===== src/rtl/bms_pkg.sv =====
package bms_pkg;
  typedef enum logic [2:0] {
    ST_INIT,
    ST_WAIT,
    ST_START,
    ST_STREAM,
    ST_DIGEST,
    ST_PASS,
    ST_FAIL
  } seq_state_t;
endpackage


===== src/rtl/bms_fuse_latch.sv =====
module bms_fuse_latch #(
  parameter int FUSE_W = 8
) (
  input  logic              clk,
  input  logic              rst_n,
  input  logic              capture,
  input  logic [FUSE_W-1:0] fuse_in,
  output logic              safe_mode
);
  logic captured_q;

  always_ff @(posedge clk or negedge rst_n) begin
    if (!rst_n) begin
      safe_mode  <= 1'b0;
      captured_q <= 1'b0;
    end else if (capture && !captured_q) begin
      safe_mode  <= ^fuse_in;
      captured_q <= 1'b1;
    end
  end

  AST_SAFE_FROZEN: assert property (@(posedge clk) disable iff (!rst_n)
    captured_q |=> $stable(safe_mode));
endmodule


===== src/rtl/bms_fetch.sv =====
module bms_fetch #(
  parameter int ADDR_W = 16,
  parameter int LEN_W  = 8
) (
  input  logic              clk,
  input  logic              rst_n,
  input  logic              start,
  input  logic [ADDR_W-1:0] base,
  input  logic [LEN_W-1:0]  len,
  output logic              mrd_valid,
  input  logic              mrd_ready,
  output logic [ADDR_W-1:0] mrd_addr,
  input  logic              rsp_fire,
  output logic              last_word,
  output logic              all_done
);
  logic             active_q;
  logic [LEN_W-1:0] req_cnt;
  logic [LEN_W-1:0] rsp_cnt;

  assign mrd_valid = active_q && (req_cnt != len);
  assign mrd_addr  = base + ADDR_W'(req_cnt);
  assign last_word = active_q && (rsp_cnt == len - LEN_W'(1));
  assign all_done  = rsp_fire && last_word;

  always_ff @(posedge clk or negedge rst_n) begin
    if (!rst_n) begin
      active_q <= 1'b0;
      req_cnt  <= '0;
      rsp_cnt  <= '0;
    end else if (start) begin
      active_q <= 1'b1;
      req_cnt  <= '0;
      rsp_cnt  <= '0;
    end else begin
      if (mrd_valid && mrd_ready) req_cnt <= req_cnt + LEN_W'(1);
      if (rsp_fire && active_q)   rsp_cnt <= rsp_cnt + LEN_W'(1);
      if (all_done)               active_q <= 1'b0;
    end
  end

  AST_REQ_HOLD: assert property (@(posedge clk) disable iff (!rst_n)
    (mrd_valid && !mrd_ready) |=> (mrd_valid && $stable(mrd_addr)));
  AST_RSP_BEHIND: assert property (@(posedge clk) disable iff (!rst_n)
    active_q |-> (rsp_cnt <= req_cnt));
endmodule


===== src/rtl/bms_digest_eq.sv =====
module bms_digest_eq #(
  parameter int DIG_W = 64
) (
  input  logic [DIG_W-1:0] computed,
  input  logic [DIG_W-1:0] expected,
  output logic             equal
);
  logic [DIG_W-1:0] diff;
  assign diff  = computed ^ expected;
  assign equal = (diff == '0);
endmodule


===== src/rtl/boot_measure_seq.sv =====
module boot_measure_seq
  import bms_pkg::*;
#(
  parameter int ADDR_W = 16,
  parameter int DATA_W = 32,
  parameter int DIG_W  = 64,
  parameter int FUSE_W = 8,
  parameter int LEN_W  = 8
) (
  input  logic              clk,
  input  logic              rst_n,
  input  logic [ADDR_W-1:0] cfg_base,
  input  logic [LEN_W-1:0]  cfg_len,
  input  logic [DIG_W-1:0]  cfg_ref,
  input  logic [FUSE_W-1:0] fuse_ctr,
  output logic              safe_mode,
  input  logic              cpu_ready,
  output logic              cpu_enable,
  output logic              wr_lock,
  output logic              boot_fail,
  output logic              mrd_valid,
  input  logic              mrd_ready,
  output logic [ADDR_W-1:0] mrd_addr,
  input  logic              mrsp_valid,
  output logic              mrsp_ready,
  input  logic [DATA_W-1:0] mrsp_data,
  output logic              hash_start,
  output logic              hash_valid,
  input  logic              hash_ready,
  output logic [DATA_W-1:0] hash_data,
  output logic              hash_last,
  input  logic              hash_done,
  input  logic [DIG_W-1:0]  hash_digest
);
  seq_state_t        state, state_nx;
  logic [ADDR_W-1:0] base_q;
  logic [LEN_W-1:0]  len_q;
  logic [DIG_W-1:0]  ref_q;
  logic              streaming;
  logic              rsp_fire;
  logic              last_word;
  logic              all_done;
  logic              dig_match;

  bms_fuse_latch #(.FUSE_W(FUSE_W)) u_fuse (
    .clk(clk), .rst_n(rst_n), .capture(state == ST_INIT),
    .fuse_in(fuse_ctr), .safe_mode(safe_mode)
  );

  bms_fetch #(.ADDR_W(ADDR_W), .LEN_W(LEN_W)) u_fetch (
    .clk(clk), .rst_n(rst_n), .start(state == ST_START),
    .base(base_q), .len(len_q),
    .mrd_valid(mrd_valid), .mrd_ready(mrd_ready), .mrd_addr(mrd_addr),
    .rsp_fire(rsp_fire), .last_word(last_word), .all_done(all_done)
  );

  bms_digest_eq #(.DIG_W(DIG_W)) u_cmp (
    .computed(hash_digest), .expected(ref_q), .equal(dig_match)
  );

  assign streaming  = (state == ST_STREAM);
  assign mrsp_ready = streaming && hash_ready;
  assign hash_valid = streaming && mrsp_valid;
  assign hash_data  = mrsp_data;
  assign hash_last  = streaming && last_word;
  assign rsp_fire   = mrsp_valid && mrsp_ready;
  assign hash_start = (state == ST_START);
  assign cpu_enable = (state == ST_INIT) || (state == ST_WAIT) || (state == ST_PASS);
  assign wr_lock    = (state == ST_START) || (state == ST_STREAM) ||
                      (state == ST_DIGEST) || (state == ST_FAIL);
  assign boot_fail  = (state == ST_FAIL);

  always_comb begin
    state_nx = state;
    unique case (state)
      ST_INIT:   state_nx = ST_WAIT;
      ST_WAIT:   if (cpu_ready) state_nx = (len_q == '0) ? ST_FAIL : ST_START;
      ST_START:  state_nx = ST_STREAM;
      ST_STREAM: if (all_done) state_nx = ST_DIGEST;
      ST_DIGEST: if (hash_done) state_nx = dig_match ? ST_PASS : ST_FAIL;
      ST_PASS:   state_nx = ST_PASS;
      ST_FAIL:   state_nx = ST_FAIL;
      default:   state_nx = ST_FAIL;
    endcase
  end

  always_ff @(posedge clk or negedge rst_n) begin
    if (!rst_n) begin
      state  <= ST_INIT;
      base_q <= '0;
      len_q  <= '0;
      ref_q  <= '0;
    end else begin
      state <= state_nx;
      if (state == ST_INIT) begin
        base_q <= cfg_base;
        len_q  <= cfg_len;
        ref_q  <= cfg_ref;
      end
    end
  end

  AST_HELD_WHILE_READ: assert property (@(posedge clk) disable iff (!rst_n)
    (mrd_valid || hash_valid) |-> !cpu_enable);
  AST_LOCK_WHILE_READ: assert property (@(posedge clk) disable iff (!rst_n)
    mrd_valid |-> wr_lock);
  AST_PASS_STICKY: assert property (@(posedge clk) disable iff (!rst_n)
    (cpu_enable && !wr_lock && $past(wr_lock)) |=> (cpu_enable && !wr_lock && !boot_fail));
  AST_FAIL_STICKY: assert property (@(posedge clk) disable iff (!rst_n)
    boot_fail |=> (boot_fail && !cpu_enable && wr_lock));
  AST_START_PULSE: assert property (@(posedge clk) disable iff (!rst_n)
    hash_start |=> !hash_start);
endmodule


===== config.mk =====
export PLATFORM = sky130hd
export DESIGN_NAME = boot_measure_seq
export DESIGN_NICKNAME = d
export VERILOG_FILES = /design/src/rtl/bms_pkg.sv /design/src/rtl/bms_fuse_latch.sv /design/src/rtl/bms_fetch.sv /design/src/rtl/bms_digest_eq.sv /design/src/rtl/boot_measure_seq.sv
export SDC_FILE = /design/constraint.sdc
export NUM_CORES = 1
export LEC_CHECK = 0
export ABC_AREA = 1
export CORE_AREA = 2 2 126 128
export CTS_CLUSTER_SIZE = 24
export DETAILED_ROUTE_END_ITERATION = 12
export DIE_AREA = 0 0 128 130
export GPL_TIMING_DRIVEN = 0
export PLACE_DENSITY = 0.88
export SYNTH_ARGS = -nofsm -noshare
export SYNTH_HDL_FRONTEND = slang
export SYNTH_SLANG_ARGS = --single-unit

===== constraint.sdc =====
create_clock -name clk -period 3.35 [get_ports clk]
set_input_delay 1.005 -clock clk [delete_from_list [all_inputs] [get_ports clk]]
set_output_delay 1.005 -clock clk [all_outputs]
set_load 0.03 [all_outputs]

Word-level counts from Yosys, hierarchy flattened
Index checks and enable logic that the tools add are counted.
{ "classes": {"addsub": 4, "eq_ne": 11, "n_mux": 12, "n_bitwise": 1, "reduce_logical": 24} }
{ "op_table": {"columns": ["cell", "n"], "rows": [
  ["$logic_not 64->1", 1],
  ["$xor 64x64->64", 1],
  ["$mux 8", 4],
  ["$pmux 3 s6", 1],
  ["$add 16x8->16", 1],
  ["$add 8x1->8 const B", 2],
  ["$mux 3", 4],
  ["$logic_and 1x1->1", 10],
  ["$eq 3x3->1 const B", 3],
  ["$eq 8x8->1", 1],
  ["$logic_not 8->1", 1],
  ["$ne 8x8->1", 1],
  ["$reduce_xor 8->1", 1],
  ["$sub 8x1->8 const B", 1],
  ["$eq 3x2->1 const B", 2],
  ["$reduce_bool 2->1", 3],
  ["$logic_or 1x1->1", 5],
  ["$ne 2x2->1 const B", 2],
  ["$eq 3x1->1 const B", 1],
  ["$logic_not 3->1", 1],
  ["$reduce_and 3->1", 1],
  ["$mux 1", 2],
  ["$mux 2", 1],
  ["$ne 2x1->1 const B", 1],
  ["$logic_not 1->1", 1]
]} }
{ "totals": {"ff_bits": 110, "in_bits": 199, "out_inout_bits": 57, "elab_cells": 61} }

Depth between registers and ports, before layout
{ "depth": {"ltp_word": 6, "mapped_depth": 14, "mapped_depth_nobuf": 14} }

Cells and area by module
Synthesis repeated with hierarchy kept, for this count alone.
{ "unflattened": {"cells_unflattened": 964, "area_unflattened_um2": 6844.1} }
{ "modules_own_cells": {"columns": ["module", "n_inst", "cells_each", "area_each_um2", "seq_area_each_um2"], "rows": [
  ["boot_measure_seq", 1, 460, 3871.2, 2277.2],
  ["bms_fetch", 1, 287, 1835.5, 425.4],
  ["bms_digest_eq", 1, 167, 897.1, 0.0],
  ["bms_fuse_latch", 1, 50, 240.2, 50.0]
]} }

Worst setup path before layout
No wires, ideal clock.
{ "synth_path": {"path_kind": "flip-flop to output port", "start": "register u_fetch.req_cnt[0]", "end": "output port mrd_addr[12]", "arrival_time_ps": 2199, "required_ps": 2345, "path_slack_ps": 146, "path_stages_with_launch": 10, "path_buffers": 0, "cell_sequence": "dfrtp_1 > ha_1 > inv_1 > fa_1 > nor2_1 > a211oi_1 > o21ai_0 > nand3_1 > nor2_1 > xor2_1"} }
{ "synth_between": {"elab_chain_len": 1} }
{ "synth_lines": {"columns": ["element", "line", "source"], "rows": [
  ["from (decl)", "bms_fetch.sv:18", "logic [LEN_W-1:0] req_cnt;"],
  ["from (signal assigned)", "bms_fetch.sv:36", "if (mrd_valid && mrd_ready) req_cnt <= req_cnt + LEN_W'(1);"],
  ["$add 16x8->16", "bms_fetch.sv:22", "assign mrd_addr = base + ADDR_W'(req_cnt);"],
  ["to (decl)", "boot_measure_seq.sv:23", "output logic [ADDR_W-1:0] mrd_addr,"]
]} }
Every way passes these cells.

Worst setup path after layout
{ "layout_path": {"start": "register u_fetch.req_cnt[0]", "end": "output port mrd_addr[14]"} }
Same word-level chain as after synthesis.

==> out/metrics.cfg <==
[min_path]
worstHoldPathType = flop to flop
whs_path_depth = 1
holdPathEnd = u_fuse.captured_q
min-delay-start = u_fuse.captured_q

[place]
gp_congestion = 0.941
post_dp_cell_area_sq_um = 9270
io_buffers = 223
dp_hpwl_microns = 14100

[die]
rows = 46
io-pin-count = 256
die_h_microns = 130
core_area_sq_um = 15400
die-area_sq_um = 16600
start_util = 0.439
die_w_microns = 128

[setup_path]
worstPathArrival_ns = 2.31
reg2reg_to = state[0]
reg2reg_depth = 14
r2r-start = len_q[0]
r2r_setup_slack_ns = 1.34
critPathLaunchType = flop
cp-end-kind = primary output
cp.required_ns = 2.34
crit_path_max_fanout = 3
path_class = flop to primary output

[synth]
synth-compound-area-share = 0.0636
synthSimpleGateAreaFrac = 0.246
yosysTopAreaCellShare = 0.407
synth-adder-area-share = 0.0251
synthTopCellsByArea = dfrtp_1 (41%), nand2_1 (11%), mux2_2 (7.8%)
synth_ff_type = dfrtp_1
yosysTopAreaCell = dfrtp_1
ys_seq_area_frac = 0.407
synth.top_cells.by_count = nand2_1 (204), nor2_1 (140), inv_1 (121), dfrtp_1 (110), a21oi_1 (57)
syn-cell-area_sq_um = 6770
synth_fp_nets = 1090
synth_top_family_by_area = simple AND/OR/NAND/NOR gates
yosysWarnings = 0
synth_area_per_cell_sq_um = 7.71
synthCells = 878
yosys_register_bits = 110
synth.area.mux_share = 0.0782
synth.distinct_cells = 36
synthArstFlopShare = 1.00
yosysMostFrequentCell = nand2_1
synth_edf_count = 0
synthXorXnorAreaFrac = 0.0634

[routing]
drc = 0
ant_nets = 0
wl_microns = 18400
vias_per_cell = 4.85
firstDrtPassIters = 7
wl_per_cell_microns = 13.9
drtIter0Drc = 259
dr_total_vias = 6384

[final_layout]
nets = 1332
syn2layout_area_growth_pct = 43.3
fillers = 1286
diodes = 0
drive_gt1_frac = 0.158
final_util = 0.629
fin_area_sq_um = 9700

[timing]
setup_viol = 0
timing.hold.ws_ns = 0.473
slew_headroom = 0.703
min_period_ns = 3.31
hold_viol = 0
max_freq_mhz = 302
tightest_slew_ns = 0.445
rsz0062_at_grt = true
report.final.slew_viol_count = 0
fin_skew_ns = 0.00739
final.period_utilization = 0.989

[clock_tree]
cts_max_level = 3
cts_buffer_depth = 2
cts-buffers-inserted = 9
path_clk_slew_ns = 0.08
clock_latency_ns = 0.35
cts_sinks = 110
cts_tree = built
root_buffer = clkbuf_16

[global_route]
grt_pass1_vias = 6350
grt_start_max_net_pins = 67
grt_util_all_layers = 0.219
globalRouteOverflowTotal = 0
grt_antenna_before_repair = 0
grt_pass1_wl_microns = 29000

[power_and_ir_drop]
vdd_drop_max_v = 0.000337
powerDensity_nw_per_um2 = 404
p_leak_uw = 0.00478

[run]
cap_viol_max_count = 0

[run_status]
status = finished, final reports clean

-- registers in the layout, indices dropped and copies added, names as in the netlist --
register,flops
base_q,16
len_q,8
ref_q,64
state,3
u_fetch.active_q,1
u_fetch.req_cnt,8
u_fetch.rsp_cnt,8
u_fuse.captured_q,1
u_fuse.safe_mode,1
-- power breakdown --
group / leakage, uW / switching (uW) / internal (uW)
Clock: 0.000130 / 501 / 522
Combinational: 0.00335 / 716 / 666
Sequential: 0.00130 / 92.7 / 1420
-- what timing repair did --
| action | 4_1_cts | 5_1_grt |
|---|---|---|
| pin swaps | 4 | 9 |
| hold buffers | 0 | 0 |
| endpoints found under the setup margin | 13 | 14 |
| buffers inserted | 6 | 1 |
| resized for setup | 68 | 26 |
-- through the flow --
stage	instances	setup WS, ns	setup TNS [ns]	total power [uW]
2_1_floorplan	878	0.146	0	2240
6_report	1317	0.0373	0	3920
4_1_cts	1316	0.00634	0	3910
3_5_place_dp	1294	-0.535	-2.67	2800
3_3_place_gp	1293	-3.10	-342.00	2760
5_1_grt	1317	-0.0912	-0.228	4120
-- how the worst max path moves through the flow --
stage,from,end,slack [ns],depth (start not counted)
final,u_fetch.req_cnt[0],mrd_addr[14],0.04,10
after CTS,len_q[0],hash_last,0.006,13
after floorplan,u_fetch.req_cnt[0],mrd_addr[12],0.15,9
after detailed placement,u_fetch.req_cnt[0],mrd_addr[14],-0.53,10
after global routing,base_q[0],mrd_addr[12],-0.09,10
after global placement,rst_n,len_q[3],-3.10,1
-- critical path: stages (launching register included) --
cell and delay, ns:
dfrtp_2 0.37, ha_2 0.19, inv_2 0.04, fa_2 0.35
nor2_2 0.10, a211oi_2 0.07, o21ai_2 0.19, nand3_2 0.16
nor2_2 0.15, xor2_1 0.15, buf_4 0.18
-- kinds of logic (layout without fill, tap and decap cells) --
| logic type | Yosys count | in the layout |
|---|---|---|
| XOR/XNOR | 49 | 49 |
| AO/OA/AOI/OAI | 83 | 83 |
| buffers and inverters | 173 | 420 |
| AND/OR/NAND/NOR | 403 | 403 |
| adder cells (fa/ha/maj) | 13 | 13 |
| multiplexers | 47 | 47 |
| flip-flops | 110 | 110 |
-- cell usage in the layout (no fill, tap or decap), types with 2 or more instances in the layout --
cell	Yosys	layout
nand2_2	3	4
nand2_1	204	203
dfrtp_2	0	7
inv_2	2	3
mux2_2	47	47
ha_1	12	5
clkbuf_2	0	3
xnor2_1	12	12
ha_2	0	2
xor2_1	37	37
o21ai_0	17	16
clkdlybuf4s50_1	0	206
ha_4	0	5
nor3_1	8	7
nand3_2	3	5
clkinv_2	1	4
nor3_2	2	3
nand3_1	25	23
buf_4	33	45
buf_2	15	18
nor2_4	1	2
a21oi_1	57	57
o21ai_1	3	3
nor2_1	140	136
nor2_2	3	6
inv_1	121	119
clkbuf_16	0	9
dlymetal6s2s_1	0	4
clkinvlp_4	0	3
nand4_1	7	7
dfrtp_1	110	103
-- routing by layer --
metal  track usage  vias up  part of all wire
met5             0        -                 0
met4        0.0970        0             0.030
met3        0.0402       35             0.055
met2         0.400      204              0.51
met1         0.251     2966              0.40
li1              -     3179                 -
-- layout make-up --
class,count,area (sq um),area share
Clock buffer,10,239,0.0246
Buffer,48,323,0.0333
Timing Repair Buffer,231,2280,0.235
Clock inverter,6,37.5,0.00387
Multi-Input combinational cell,595,3350,0.345
Tap cell,192,240,0.0248
Sequential cell,110,2760,0.285
Inverter,125,473,0.0487
No activity file was read; power rests on OpenSTA's default activity.
